`src/rtl/eid_pkg.sv`:
```
package eid_pkg;

  typedef enum logic [1:0] {
    TRIG_EDGE  = 2'b00,
    TRIG_LEVEL = 2'b01,
    TRIG_LATCH = 2'b10,
    TRIG_RSVD  = 2'b11
  } trig_mode_e;

  typedef struct packed {
    logic       enable;
    logic       act_high;
    trig_mode_e mode;
  } irq_cfg_t;

  localparam irq_cfg_t CFG_RESET = '{enable: 1'b0, act_high: 1'b0, mode: TRIG_EDGE};

endpackage

```
`src/rtl/eid_sync.sv`:
```
module eid_sync #(
  parameter int   STAGES  = 2,
  parameter logic RST_VAL = 1'b0
) (
  input  logic clk,
  input  logic rst_n,
  input  logic d_async,
  output logic q_sync
);

  localparam int LAST = STAGES - 1;

  logic [LAST:0] chain_q;
  logic [LAST:0] chain_d;

  generate
    for (genvar i = 0; i < STAGES; i++) begin : g_stage
      if (i == 0) begin : g_first
        assign chain_d[i] = d_async;
      end else begin : g_next
        assign chain_d[i] = chain_q[i-1];
      end
    end
  endgenerate

  always_ff @(posedge clk or negedge rst_n) begin
    if (!rst_n) chain_q <= {STAGES{RST_VAL}};
    else        chain_q <= chain_d;
  end

  assign q_sync = chain_q[LAST];

endmodule

```
`src/rtl/eid_cfg.sv`:
```
module eid_cfg
  import eid_pkg::*;
(
  input  logic       clk,
  input  logic       rst_n,
  input  logic       enable_in,
  input  logic [1:0] mode_in,
  input  logic       act_high_in,
  output irq_cfg_t   cfg_q,
  output logic       rearm
);

  irq_cfg_t   cfg_d;
  trig_mode_e mode_norm;

  // Reserved code behaves as edge mode.
  always_comb begin
    unique case (mode_in)
      2'b01:   mode_norm = TRIG_LEVEL;
      2'b10:   mode_norm = TRIG_LATCH;
      default: mode_norm = TRIG_EDGE;
    endcase
    cfg_d.enable   = enable_in;
    cfg_d.act_high = act_high_in;
    cfg_d.mode     = mode_norm;
  end

  // Mode or polarity about to change: the pending logic drops its state.
  assign rearm = (cfg_d.mode != cfg_q.mode) || (cfg_d.act_high != cfg_q.act_high);

  always_ff @(posedge clk or negedge rst_n) begin
    if (!rst_n) cfg_q <= CFG_RESET;
    else        cfg_q <= cfg_d;
  end

  a_r10_reset_cfg: assert property (@(posedge clk)
    $rose(rst_n) |-> (cfg_q.mode == TRIG_EDGE && !cfg_q.act_high && !cfg_q.enable));

endmodule

```
`src/rtl/eid_pending.sv`:
```
module eid_pending
  import eid_pkg::*;
(
  input  logic     clk,
  input  logic     rst_n,
  input  irq_cfg_t cfg,
  input  logic     rearm,
  input  logic     pin_sync,
  input  logic     ack,
  input  logic     sw_clear,
  output logic     pend,
  output logic     act
);

  logic pend_q, pend_d;
  logic prev_q, prev_d;
  logic edge_evt;

  // Active level after polarity selection.
  assign act      = cfg.act_high ? pin_sync : ~pin_sync;
  assign edge_evt = act & ~prev_q;

  always_comb begin
    pend_d = pend_q;
    prev_d = act;
    if (rearm) begin
      pend_d = 1'b0;
      prev_d = 1'b1;
    end else begin
      unique case (cfg.mode)
        TRIG_LATCH: begin
          if (act)           pend_d = 1'b1;
          else if (sw_clear) pend_d = 1'b0;
        end
        TRIG_LEVEL: begin
          pend_d = 1'b0;
        end
        default: begin
          if (edge_evt)              pend_d = 1'b1;
          else if (ack || sw_clear)  pend_d = 1'b0;
        end
      endcase
    end
  end

  always_ff @(posedge clk or negedge rst_n) begin
    if (!rst_n) begin
      pend_q <= 1'b0;
      prev_q <= 1'b1;
    end else begin
      pend_q <= pend_d;
      prev_q <= prev_d;
    end
  end

  assign pend = pend_q;

  a_r9_rearm_clears: assert property (@(posedge clk) disable iff (!rst_n)
    rearm |=> !pend_q);

  a_r2_held_no_repeat: assert property (@(posedge clk) disable iff (!rst_n)
    (cfg.mode == TRIG_EDGE && !rearm && !pend_q && act && prev_q) |=> !pend_q);

  a_r5_ack_clears_edge: assert property (@(posedge clk) disable iff (!rst_n)
    (cfg.mode == TRIG_EDGE && !rearm && ack && !edge_evt) |=> !pend_q);

  a_r4_latch_holds: assert property (@(posedge clk) disable iff (!rst_n)
    (cfg.mode == TRIG_LATCH && !rearm && pend_q && !sw_clear) |=> pend_q);

  a_r4_clear_while_active: assert property (@(posedge clk) disable iff (!rst_n)
    (cfg.mode == TRIG_LATCH && !rearm && act) |=> pend_q);

endmodule

```
`src/rtl/ext_irq_detector.sv`:
```
module ext_irq_detector
  import eid_pkg::*;
#(
  parameter int SYNC_STAGES = 2
) (
  input  logic       clk,
  input  logic       rst_n,
  input  logic       pin_async,
  input  logic       irq_enable,
  input  logic [1:0] trig_mode,
  input  logic       active_high,
  input  logic       in_service,
  input  logic       irq_ack,
  input  logic       sw_clear,
  output logic       irq_req
);

  irq_cfg_t cfg_q;
  logic     rearm;
  logic     pin_sync;
  logic     pend;
  logic     act;
  logic     src;

  eid_sync #(.STAGES(SYNC_STAGES), .RST_VAL(1'b0)) u_sync (
    .clk     (clk),
    .rst_n   (rst_n),
    .d_async (pin_async),
    .q_sync  (pin_sync)
  );

  eid_cfg u_cfg (
    .clk         (clk),
    .rst_n       (rst_n),
    .enable_in   (irq_enable),
    .mode_in     (trig_mode),
    .act_high_in (active_high),
    .cfg_q       (cfg_q),
    .rearm       (rearm)
  );

  eid_pending u_pend (
    .clk      (clk),
    .rst_n    (rst_n),
    .cfg      (cfg_q),
    .rearm    (rearm),
    .pin_sync (pin_sync),
    .ack      (irq_ack),
    .sw_clear (sw_clear),
    .pend     (pend),
    .act      (act)
  );

  assign src     = (cfg_q.mode == TRIG_LEVEL) ? act : pend;
  assign irq_req = cfg_q.enable & ~in_service & src;

  a_r6_service_masks: assert property (@(posedge clk) disable iff (!rst_n)
    (in_service && pend && !rearm && cfg_q.mode == TRIG_LATCH) |=> pend);

  a_r7_enable_keeps: assert property (@(posedge clk) disable iff (!rst_n)
    (!cfg_q.enable && pend && !rearm && !irq_ack && !sw_clear) |=> pend);

endmodule

```
`config.mk`:
```
export PLATFORM = sky130hd
export DESIGN_NAME = ext_irq_detector
export DESIGN_NICKNAME = d
export VERILOG_FILES = /design/src/rtl/eid_pkg.sv /design/src/rtl/eid_sync.sv /design/src/rtl/eid_cfg.sv /design/src/rtl/eid_pending.sv /design/src/rtl/ext_irq_detector.sv
export SDC_FILE = /design/constraint.sdc
export NUM_CORES = 1
export LEC_CHECK = 0
export BUFFER_PORTS_ARGS = -buffer_cell sky130_fd_sc_hd__buf_2
export CAP_MARGIN = 20
export CORE_AREA = 4 4 41 43
export CTS_BUF_LIST = sky130_fd_sc_hd__clkbuf_8
export DETAILED_ROUTE_END_ITERATION = 8
export DIE_AREA = 0 0 45 47
export HOLD_SLACK_MARGIN = 0.15
export PLACE_DENSITY_LB_ADDON = 0.3
export SLEW_MARGIN = 20
export SYNTH_ARGS = -nofsm -noshare
export SYNTH_HDL_FRONTEND = slang
export SYNTH_HIERARCHICAL = 1
export SYNTH_SLANG_ARGS = --single-unit
export TNS_END_PERCENT = 20
```
`constraint.sdc`:
```
create_clock -name clk -period 3.1 [get_ports clk]
set_input_delay 0.62 -clock clk [delete_from_list [all_inputs] [get_ports clk]]
set_output_delay 0.62 -clock clk [all_outputs]
set_load 0.05 [all_outputs]
```
==> flow_metrics.env, run 1 <==
export IMPL_met1Wirelength_um=291
export IMPL_vias=270
export IMPL_finalCritPeriodShare=0.680
export IMPL_die_area_um2=2120
export IMPL_synth_seq_area_share=0.511
export IMPL_rsz0062_at_grt="false"
export IMPL_drt_initial_drc_count=0
export IMPL_post_cts_buffers=0
export IMPL_cts_resized=0
export IMPL_drt_wl_total_um=624
export IMPL_clk_pin_slew_ns=0.04
export IMPL_ys_warn_count=6
export IMPL_min_delay_path_class="in -> async"
export IMPL_clock_insertion_delay_worst_skew_ns=0.23
export IMPL_grt_pass1_wl_mm=1.19
export IMPL_netlist_cell_type_count=20
export IMPL_place_hpwl_um=497
export IMPL_avgViaCountPerCell=4.43
export IMPL_p_per_area_nw_per_um2=530
export IMPL_rrSetupSlack_ns=1.60
export IMPL_finClkSkew_ns=0.00543
export IMPL_drv_slew=0
export IMPL_p_leak_nw=0.247
export IMPL_max_slew_worst_pin_slew_ns=0.402
export IMPL_die_w_um=45
export IMPL_place_area_um2=463
export IMPL_h_tree_depth=1
export IMPL_wl_per_cell_um=10.2
export IMPL_start_util=0.303
export IMPL_syn_num_nets=44
export IMPL_syn_area_um2=394
export IMPL_clock_root_buffer="clkbuf_8"
export IMPL_min_period_ns=2.11
export IMPL_slew_limit_headroom=0.730
export IMPL_syn_to_final_growth_pct=28.9
export IMPL_postCtsHoldBufs=0
export IMPL_place_congestion=0.680
export IMPL_grt_max_degree=9
export IMPL_vdd_drop_max_uv=311
export IMPL_cap_viol_max_count=0
export IMPL_nets=59
export IMPL_design_area_um2=508
export IMPL_worst_setup_path_type="reg -> out"
export IMPL_num_rows=13
export IMPL_grt_usage=0.0837
export IMPL_ant_nets=0
export IMPL_cts_sinks=8
export IMPL_setup_violations_final=0
export IMPL_drive_above_1_share=0.391
export IMPL_synth_area_per_cell_um2=12.3
export IMPL_met2_length_um=258
export IMPL_insertedDiodeCount=0
export IMPL_wl_met3_um=53
export IMPL_coreArea_um2=1300
export IMPL_finalSetupTns_ns=0
export IMPL_synth_seq_cells=8
export IMPL_grt_pass1_vias=304
export IMPL_top_layer="met4"
export IMPL_clock_path_buffers=2
export IMPL_fillers=137
export IMPL_worst_path_max_fanout=4
export IMPL_crit_path_end_kind="output port"
export IMPL_cts_buffers=3
export IMPL_final_cell_mix="buf_2, dfrtp_1, inv_1, clkbuf_8"
export IMPL_drcViolationCount=0
export IMPL_cp_required_ns=2.48
export IMPL_grt_overflow_total=0
export IMPL_max_freq_mhz=474
export IMPL_netlist_instances=32
export IMPL_hold_violations=0
export IMPL_firstDrtPassIters=1
export IMPL_final_common_cell="buf_2"
export IMPL_cts_tree="done"
export IMPL_io_buffers=10
export IMPL_antenna_found_initial=0
export IMPL_io_pins=11
export IMPL_start_kind="flip-flop"
export IMPL_outcome="complete, no violations"
export IMPL_die_h_um=47
export IMPL_cp_arrival_ns=1.49
==> worst max-delay path: stages, from the launching register on <==
cell     delay [ns]
dfrtp_1        0.39
xor2_1         0.33
inv_1          0.09
mux2i_1        0.18
nor3b_2        0.06
buf_2          0.21
==> metrics by stage <==
step | std cells | utilization | hold WS [ns] | power (mW) | setup slack (ns)
after floorplan | 32 | - | 0.324 | 0.132 | 1.11
after global placement | 57 | 0.356 | 0.332 | 0.143 | 1.22
after detailed placement | 57 | 0.356 | 0.341 | 0.144 | 1.20
after CTS | 61 | 0.390 | 0.225 | 0.274 | 0.954
after global routing | 61 | 0.390 | 0.225 | 0.285 | 0.896
final | 61 | 0.390 | 0.220 | 0.269 | 0.992
==> sequential cells by signal (all words and copies together) (netlist names) <==
signal	count
u_sync/chain_q	2
u_pend/pend	1
u_pend/prev_q	1
u_cfg/cfg_q	4
==> layout make-up <==
type                       count  area, µm²  share of cell area
clock buffer                   3       41.3              0.0813
clock inverter                 1       3.75             0.00739
inverter                       4       15.0              0.0296
multi-input combinational     20        178               0.350
sequential                     8        201               0.397
tap                           15       18.8              0.0369
timing repair buffer          10       50.0              0.0985
==> cells in the mapped netlist <==
cell / count / area, µm²
a21oi_1: 1 / 5.00
nor2_1: 2 / 7.51
xnor2_1: 1 / 8.76
nor4_1: 1 / 6.26
and3b_1: 2 / 17.5
dfstp_2: 1 / 26.3
dfrtp_1: 7 / 175
nor2b_4: 1 / 13.8
o32ai_2: 1 / 16.3
o211ai_1: 1 / 7.51
nor3b_2: 1 / 12.5
ha_1: 2 / 25.0
nor2b_1: 1 / 6.26
and2b_1: 1 / 7.51
inv_1: 4 / 15.0
o31ai_1: 1 / 7.51
xor2_1: 1 / 8.76
mux2i_1: 1 / 10.0
mux2_2: 1 / 11.3
nand2b_1: 1 / 6.26
==> report_power, final <==
| part | internal [mW] | total [mW] | switching [mW] |
|---|---|---|---|
| combinational | 0.0139 | 0.0272 | 0.0134 |
| sequential | 0.111 | 0.115 | 0.00397 |
| clock | 0.0858 | 0.128 | 0.0417 |
==> path summary, 6_finish.rpt <==
path                                             startpoint                           to  cells past startpoint
worst min-delay path                                  rst_n     u_cfg/cfg_q[2]$_DFF_PN0_                      1
worst max-delay path               u_cfg/cfg_q[2]$_DFF_PN0_                      irq_req                      5
worst max register to register     u_cfg/cfg_q[1]$_DFF_PN0_      u_pend/pend$_DFFE_PN0P_                      5
worst min register to register  u_sync/chain_q[0]$_DFF_PN0_  u_sync/chain_q[1]$_DFF_PN0_                      0
max in group asynchronous                             rst_n      u_pend/prev_q$_DFF_PN1_                      1
min in group clk                u_sync/chain_q[0]$_DFF_PN0_  u_sync/chain_q[1]$_DFF_PN0_                      0
==> logic make-up after synthesis <==
family                   count (synthesis)  synth area share
flip-flops                               8             0.511
buffers and inverters                    4            0.0381
AO/OA/AOI/OAI                            4            0.0921
adder cells (fa/ha/maj)                  2            0.0635
XOR/XNOR                                 2            0.0445
multiplexers                             2            0.0540
AND/OR/NAND/NOR                         10             0.197
==> metal layers <==
layer,vias to the layer above,track usage
met1,122,0.0864
met4,0,0.0702
met3,2,0.0345
li1,136,-
met5,-,0
met2,10,0.133
Power figures use the tool's default switching activity.
==> inputs of run 2 (changes only) <==
- clock period: 3.1 -> 1.91 ns (I/O delays scaled with it)
==> run 2 against run 1 <==
Largest power group unchanged. Clock skew decreased by 0.0036 ns. Critical endpoint unchanged. Register-to-register slack got worse by 1.1 ns. Highest routed layer unchanged. Global-route usage shrank 0.48 points.
==> flow_metrics.env, run 2 (same netlist as run 1, synthesis figures left out) <==
export IMPL_hold_violations=0
export IMPL_reg_top3="u_cfg/cfg_q x4, u_sync/chain_q x2"
export IMPL_io_pins=11
export IMPL_cts_buffers=3
export IMPL_clock_root_buffer="clkbuf_8"
export IMPL_finalSetupTns_ns=0
export IMPL_design_area_um2=533
export IMPL_fin_total_pwr_uw=443
export IMPL_clock_insertion_delay_worst_skew_ns=0.23
export IMPL_drt_initial_drc_count=2
export IMPL_p_per_area_nw_per_um2=832
export IMPL_grt_pass1_wl_mm=1.12
export IMPL_grt_pass1_vias=286
export IMPL_met2_length_um=275
export IMPL_power_frac_comb=0.112
export IMPL_worst_setup_path_type="reg -> out"
export IMPL_drive_above_1_share=0.417
export IMPL_sw_frac_of_total=0.221
export IMPL_power_frac_clock=0.467
export IMPL_antenna_found_initial=0
export IMPL_cts_sinks=8
export IMPL_io_buffers=10
export IMPL_final_common_cell="buf_2"
export IMPL_wl_per_cell_um=10.5
export IMPL_timing_rr_start="u_cfg/cfg_q[1]$_DFF_PN0_"
export IMPL_grt_max_degree=9
export IMPL_met1Wirelength_um=316
export IMPL_grt_usage=0.0789
export IMPL_crit_path_end_kind="output port"
export IMPL_min_from="irq_enable"
export IMPL_cp_required_ns=1.53
export IMPL_die_h_um=47
export IMPL_rrSetupSlack_ns=0.46
export IMPL_coreArea_um2=1300
export IMPL_die_w_um=45
export IMPL_num_rows=13
export IMPL_cap_viol_max_count=0
export IMPL_clock_path_buffers=2
export IMPL_cts_tree="done"
export IMPL_cp_arrival_ns=1.39
export IMPL_crit_start="u_cfg/cfg_q[2]$_DFF_PN0_"
export IMPL_power_frac_seq=0.421
export IMPL_avgViaCountPerCell=4.38
export IMPL_drv_slew=0
export IMPL_clk_pin_slew_ns=0.04
export IMPL_setup_violations_final=0
export IMPL_outcome="complete, no violations"
export IMPL_vias=276
export IMPL_place_congestion=0.698
export IMPL_drt_wl_total_um=662
export IMPL_max_slew_worst_pin_slew_ns=0.330
export IMPL_largest_reg_flops=4
export IMPL_vdd_drop_max_uv=553
export IMPL_dp_cells=58
export IMPL_drcViolationCount=0
export IMPL_die_area_um2=2120
export IMPL_rsz0062_at_grt="false"
export IMPL_worst_path_max_fanout=4
export IMPL_final_cell_mix="buf_2, dfrtp_1, inv_1, clkbuf_8"
export IMPL_slew_limit_headroom=0.778
export IMPL_grt_overflow_total=0
export IMPL_place_hpwl_um=483
export IMPL_place_area_um2=470
export IMPL_internal_power_uw=345
export IMPL_p_sw_uw=97.9
export IMPL_regMostFlops="u_cfg/cfg_q"
export IMPL_start_util=0.303
export IMPL_p_leak_nw=0.257
export IMPL_wl_met3_um=58
export IMPL_firstDrtPassIters=2
export IMPL_min_delay_path_class="in -> reg"
export IMPL_finalCritPeriodShare=0.929
export IMPL_top_layer="met4"
export IMPL_fillers=135
export IMPL_fin_cells=63
export IMPL_ant_nets=0
export IMPL_nets=61
export IMPL_syn_to_final_growth_pct=35.2
export IMPL_h_tree_depth=1
export IMPL_insertedDiodeCount=0
export IMPL_post_place_ws_ns=0.288
export IMPL_min_period_ns=1.78
export IMPL_max_freq_mhz=563
export IMPL_start_kind="flip-flop"
export IMPL_layout_setup_ws_ns=0.135
export IMPL_finClkSkew_ns=0.00180
==> run 2: cell count changes in the layout (fill, tap and decap cells not counted), sizes merged <==
cell	previous run	this run
dlygate4sd3	0	1
buf	10	11
==> run 2: power by group through the flow <==
stage          sequential [mW]  combinational [mW]  clock, mW
6_report                 0.187              0.0498      0.207
5_1_grt                  0.188              0.0561      0.223
4_1_cts                  0.186              0.0497      0.215
3_5_place_dp             0.188              0.0479          0
3_3_place_gp             0.188              0.0469          0
2_1_floorplan            0.187              0.0282          0
==> run 2: final timing paths <==
check                                               to  cells past startpoint
setup / recovery                               irq_req                      5
hold / removal                u_cfg/cfg_q[3]$_DFF_PN0_                      1
setup reg to reg               u_pend/pend$_DFFE_PN0P_                      5
hold reg to reg            u_sync/chain_q[1]$_DFF_PN0_                      0
max in group asynchronous      u_pend/prev_q$_DFF_PN1_                      2
min in group asynchronous     u_cfg/cfg_q[3]$_DFF_PN0_                      2
==> run 2: timing repair <==
| action | in CTS | in global routing |
|---|---|---|
| endpoints found under the hold margin | 7 | 0 |
| resized for setup | 0 | 1 |
| endpoints found under the setup margin | 0 | 1 |
| hold buffers | 1 | 0 |
| setup buffers | 0 | 0 |
==> run 2: routing by layer <==
layer / vias up / GRT usage
met5: - / 0
met2: 10 / 0.102
li1: 142 / -
met3: 2 / 0.0460
met1: 122 / 0.0981
met4: 0 / 0.0526
==> run 2: layout make-up <==
cell class                 count  area [µm²]  area share
tap                           15        18.8      0.0352
multi-input combinational     20         185       0.347
clock buffer                   3        41.3      0.0775
inverter                       4        15.0      0.0282
sequential                     8         201       0.378
timing repair buffer          12        67.6       0.127
clock inverter                 1        3.75     0.00704
==> run 2: through the flow <==
step | util | hold WS, ns
3_5_place_dp | 0.362 | 0.233
4_1_cts | 0.404 | 0.253
3_3_place_gp | 0.362 | 0.230
5_1_grt | 0.410 | 0.257
2_1_floorplan | - | 0.0864
6_report | 0.410 | 0.258
==> run 2: worst max-delay path: stages (launching register included) <==
cell and delay (ns):
dfrtp_1 0.41, xor2_2 0.21, inv_1 0.06, mux2i_1 0.07, nor3b_2 0.14, buf_2 0.27
==> inputs of run 3 (changes only) <==
- BUFFER_PORTS_ARGS: -buffer_cell sky130_fd_sc_hd__buf_2 -> unset
- CORE_AREA: 4 4 41 43 -> 2 2 39 41
- DIE_AREA: 0 0 45 47 -> 0 0 41 43
- DONT_BUFFER_PORTS: unset -> 1
==> run 3 against run 2 <==
Clock-buffer cell count did not move. Register-to-register slack got worse by 0.15 ns. Via count fell by 11%. Largest cell class unchanged.
==> flow_metrics.env, run 3 (same netlist as run 1, synthesis figures left out) <==
export IMPL_grt_overflow_total=0
export IMPL_die_h_um=43
export IMPL_hold_end="u_cfg/cfg_q[3]$_DFF_PN0_"
export IMPL_antenna_found_initial=0
export IMPL_fillers=144
export IMPL_regMostFlops="u_cfg/cfg_q"
export IMPL_clock_root_buffer="clkbuf_8"
export IMPL_avgViaCountPerCell=4.57
export IMPL_ff2ff_path_depth=5
export IMPL_min_period_ns=1.82
export IMPL_clock_insertion_delay_worst_skew_ns=0.22
export IMPL_multi_input_comb_area_um2=178
export IMPL_largest_reg_flops=4
export IMPL_post_place_ws_ns=0.268
export IMPL_grt_max_degree=9
export IMPL_vias=247
export IMPL_top_layer="met4"
export IMPL_hold_depth=0
export IMPL_reg2reg_to="u_pend/pend$_DFFE_PN0P_"
export IMPL_final_common_cell="dfrtp_1"
export IMPL_drt_initial_drc_count=0
export IMPL_reg_top3="u_cfg/cfg_q x4, u_sync/chain_q x2"
export IMPL_grt_usage=0.109
export IMPL_h_tree_depth=1
export IMPL_vdd_drop_max_uv=682
export IMPL_worst_setup_path_type="reg -> out"
export IMPL_clock_path_buffers=2
export IMPL_wl_per_cell_um=12.0
export IMPL_max_freq_mhz=551
export IMPL_grt_pass1_vias=283
export IMPL_cp_arrival_ns=1.43
export IMPL_met2_length_um=328
export IMPL_max_slew_worst_pin_slew_ns=0.475
export IMPL_coreArea_um2=1380
export IMPL_cts_tree="done"
export IMPL_cts_sinks=8
export IMPL_met1Wirelength_um=258
export IMPL_finalSetupTns_ns=0
export IMPL_io_pins=11
export IMPL_crit_path_end_kind="output port"
export IMPL_min_from="irq_enable"
export IMPL_timing_rr_start="u_cfg/cfg_q[1]$_DFF_PN0_"
export IMPL_insertedDiodeCount=0
export IMPL_layout_setup_ws_ns=0.0943
export IMPL_finClkSkew_ns=0.000188
export IMPL_slew_limit_headroom=0.681
export IMPL_nets=51
export IMPL_worst_path_max_fanout=4
export IMPL_drv_slew=0
export IMPL_hold_violations=0
export IMPL_cts_buffers=3
export IMPL_min_delay_path_class="in -> reg"
export IMPL_die_area_um2=1760
export IMPL_post_cts_buffers=0
export IMPL_wl_met3_um=52
export IMPL_start_kind="flip-flop"
export IMPL_io_buffers=0
export IMPL_postCtsHoldBufs=1
export IMPL_finalCritPeriodShare=0.951
export IMPL_final_cell_mix="dfrtp_1, inv_1, clkbuf_8"
export IMPL_die_w_um=41
export IMPL_start_util=0.285
export IMPL_drive_above_1_share=0.237
export IMPL_ff_latch_area_um2=201
export IMPL_cp_required_ns=1.53
export IMPL_drt_wl_total_um=650
export IMPL_rsz0062_at_grt="false"
export IMPL_ant_nets=0
export IMPL_p_leak_nw=0.215
export IMPL_outcome="complete, no violations"
export IMPL_num_rows=14
export IMPL_place_hpwl_um=499
export IMPL_cap_viol_max_count=0
export IMPL_place_congestion=0.677
export IMPL_firstDrtPassIters=1
export IMPL_p_per_area_nw_per_um2=895
export IMPL_clk_pin_slew_ns=0.04
export IMPL_grt_pass1_wl_mm=1.20
export IMPL_syn_to_final_growth_pct=21.0
export IMPL_cts_resized=0
export IMPL_drcViolationCount=0
export IMPL_setup_violations_final=0
export IMPL_rrSetupSlack_ns=0.31
run 3: how the worst max path moves through the flow:
stage                     depth (start not counted)                       to                startpoint  slack [ns]
after floorplan                                   4                  irq_req  u_cfg/cfg_q[2]$_DFF_PN0_        0.16
after global placement                            6  u_pend/pend$_DFFE_PN0P_              trig_mode[1]        0.31
after detailed placement                          6  u_pend/pend$_DFFE_PN0P_              trig_mode[1]        0.27
after CTS                                         5                  irq_req  u_cfg/cfg_q[2]$_DFF_PN0_        0.06
after global routing                              5                  irq_req  u_cfg/cfg_q[2]$_DFF_PN0_        0.02
final                                             5                  irq_req  u_cfg/cfg_q[2]$_DFF_PN0_        0.09
run 3: critical path, cell delays in order, from the launching register on:
cell,delay [ns]
dfrtp_1,0.39
xor2_1,0.31
inv_1,0.07
mux2i_1,0.19
nor3b_2,0.06
buf_4,0.19
run 3: routing by layer:
| metal | track usage | vias up |
|---|---|---|
| met5 | 0 | - |
| met4 | 0.0600 | 0 |
| met3 | 0.0628 | 2 |
| met2 | 0.159 | 8 |
| met1 | 0.118 | 117 |
| li1 | - | 120 |
run 3: layout make-up:
cell class / count / share of cell area
sequential: 8 / 0.423
multi-input combinational: 20 / 0.373
clock buffer: 3 / 0.0866
tap: 16 / 0.0420
timing repair buffer: 2 / 0.0367
inverter: 4 / 0.0315
clock inverter: 1 / 0.00787
run 3: stage by stage:
step | util | hold slack, ns | total power, mW | instances | instance area, µm²
floorplan | - | 0.0864 | 0.215 | 32 | 394
global placement | 0.305 | 0.0866 | 0.219 | 49 | 422
detailed placement | 0.305 | 0.0865 | 0.222 | 49 | 422
CTS | 0.344 | 0.176 | 0.437 | 54 | 477
global route | 0.344 | 0.170 | 0.455 | 54 | 477
finish | 0.344 | 0.184 | 0.427 | 54 | 477
run 3: power breakdown:
group | leakage [nW] | switching (mW) | internal [mW] | total [mW]
Sequential | 0.0968 | 0.00670 | 0.180 | 0.186
Clock | 0.0269 | 0.0644 | 0.139 | 0.203
Combinational | 0.0916 | 0.0192 | 0.0181 | 0.0373
Total | 0.215 | 0.0903 | 0.337 | 0.427
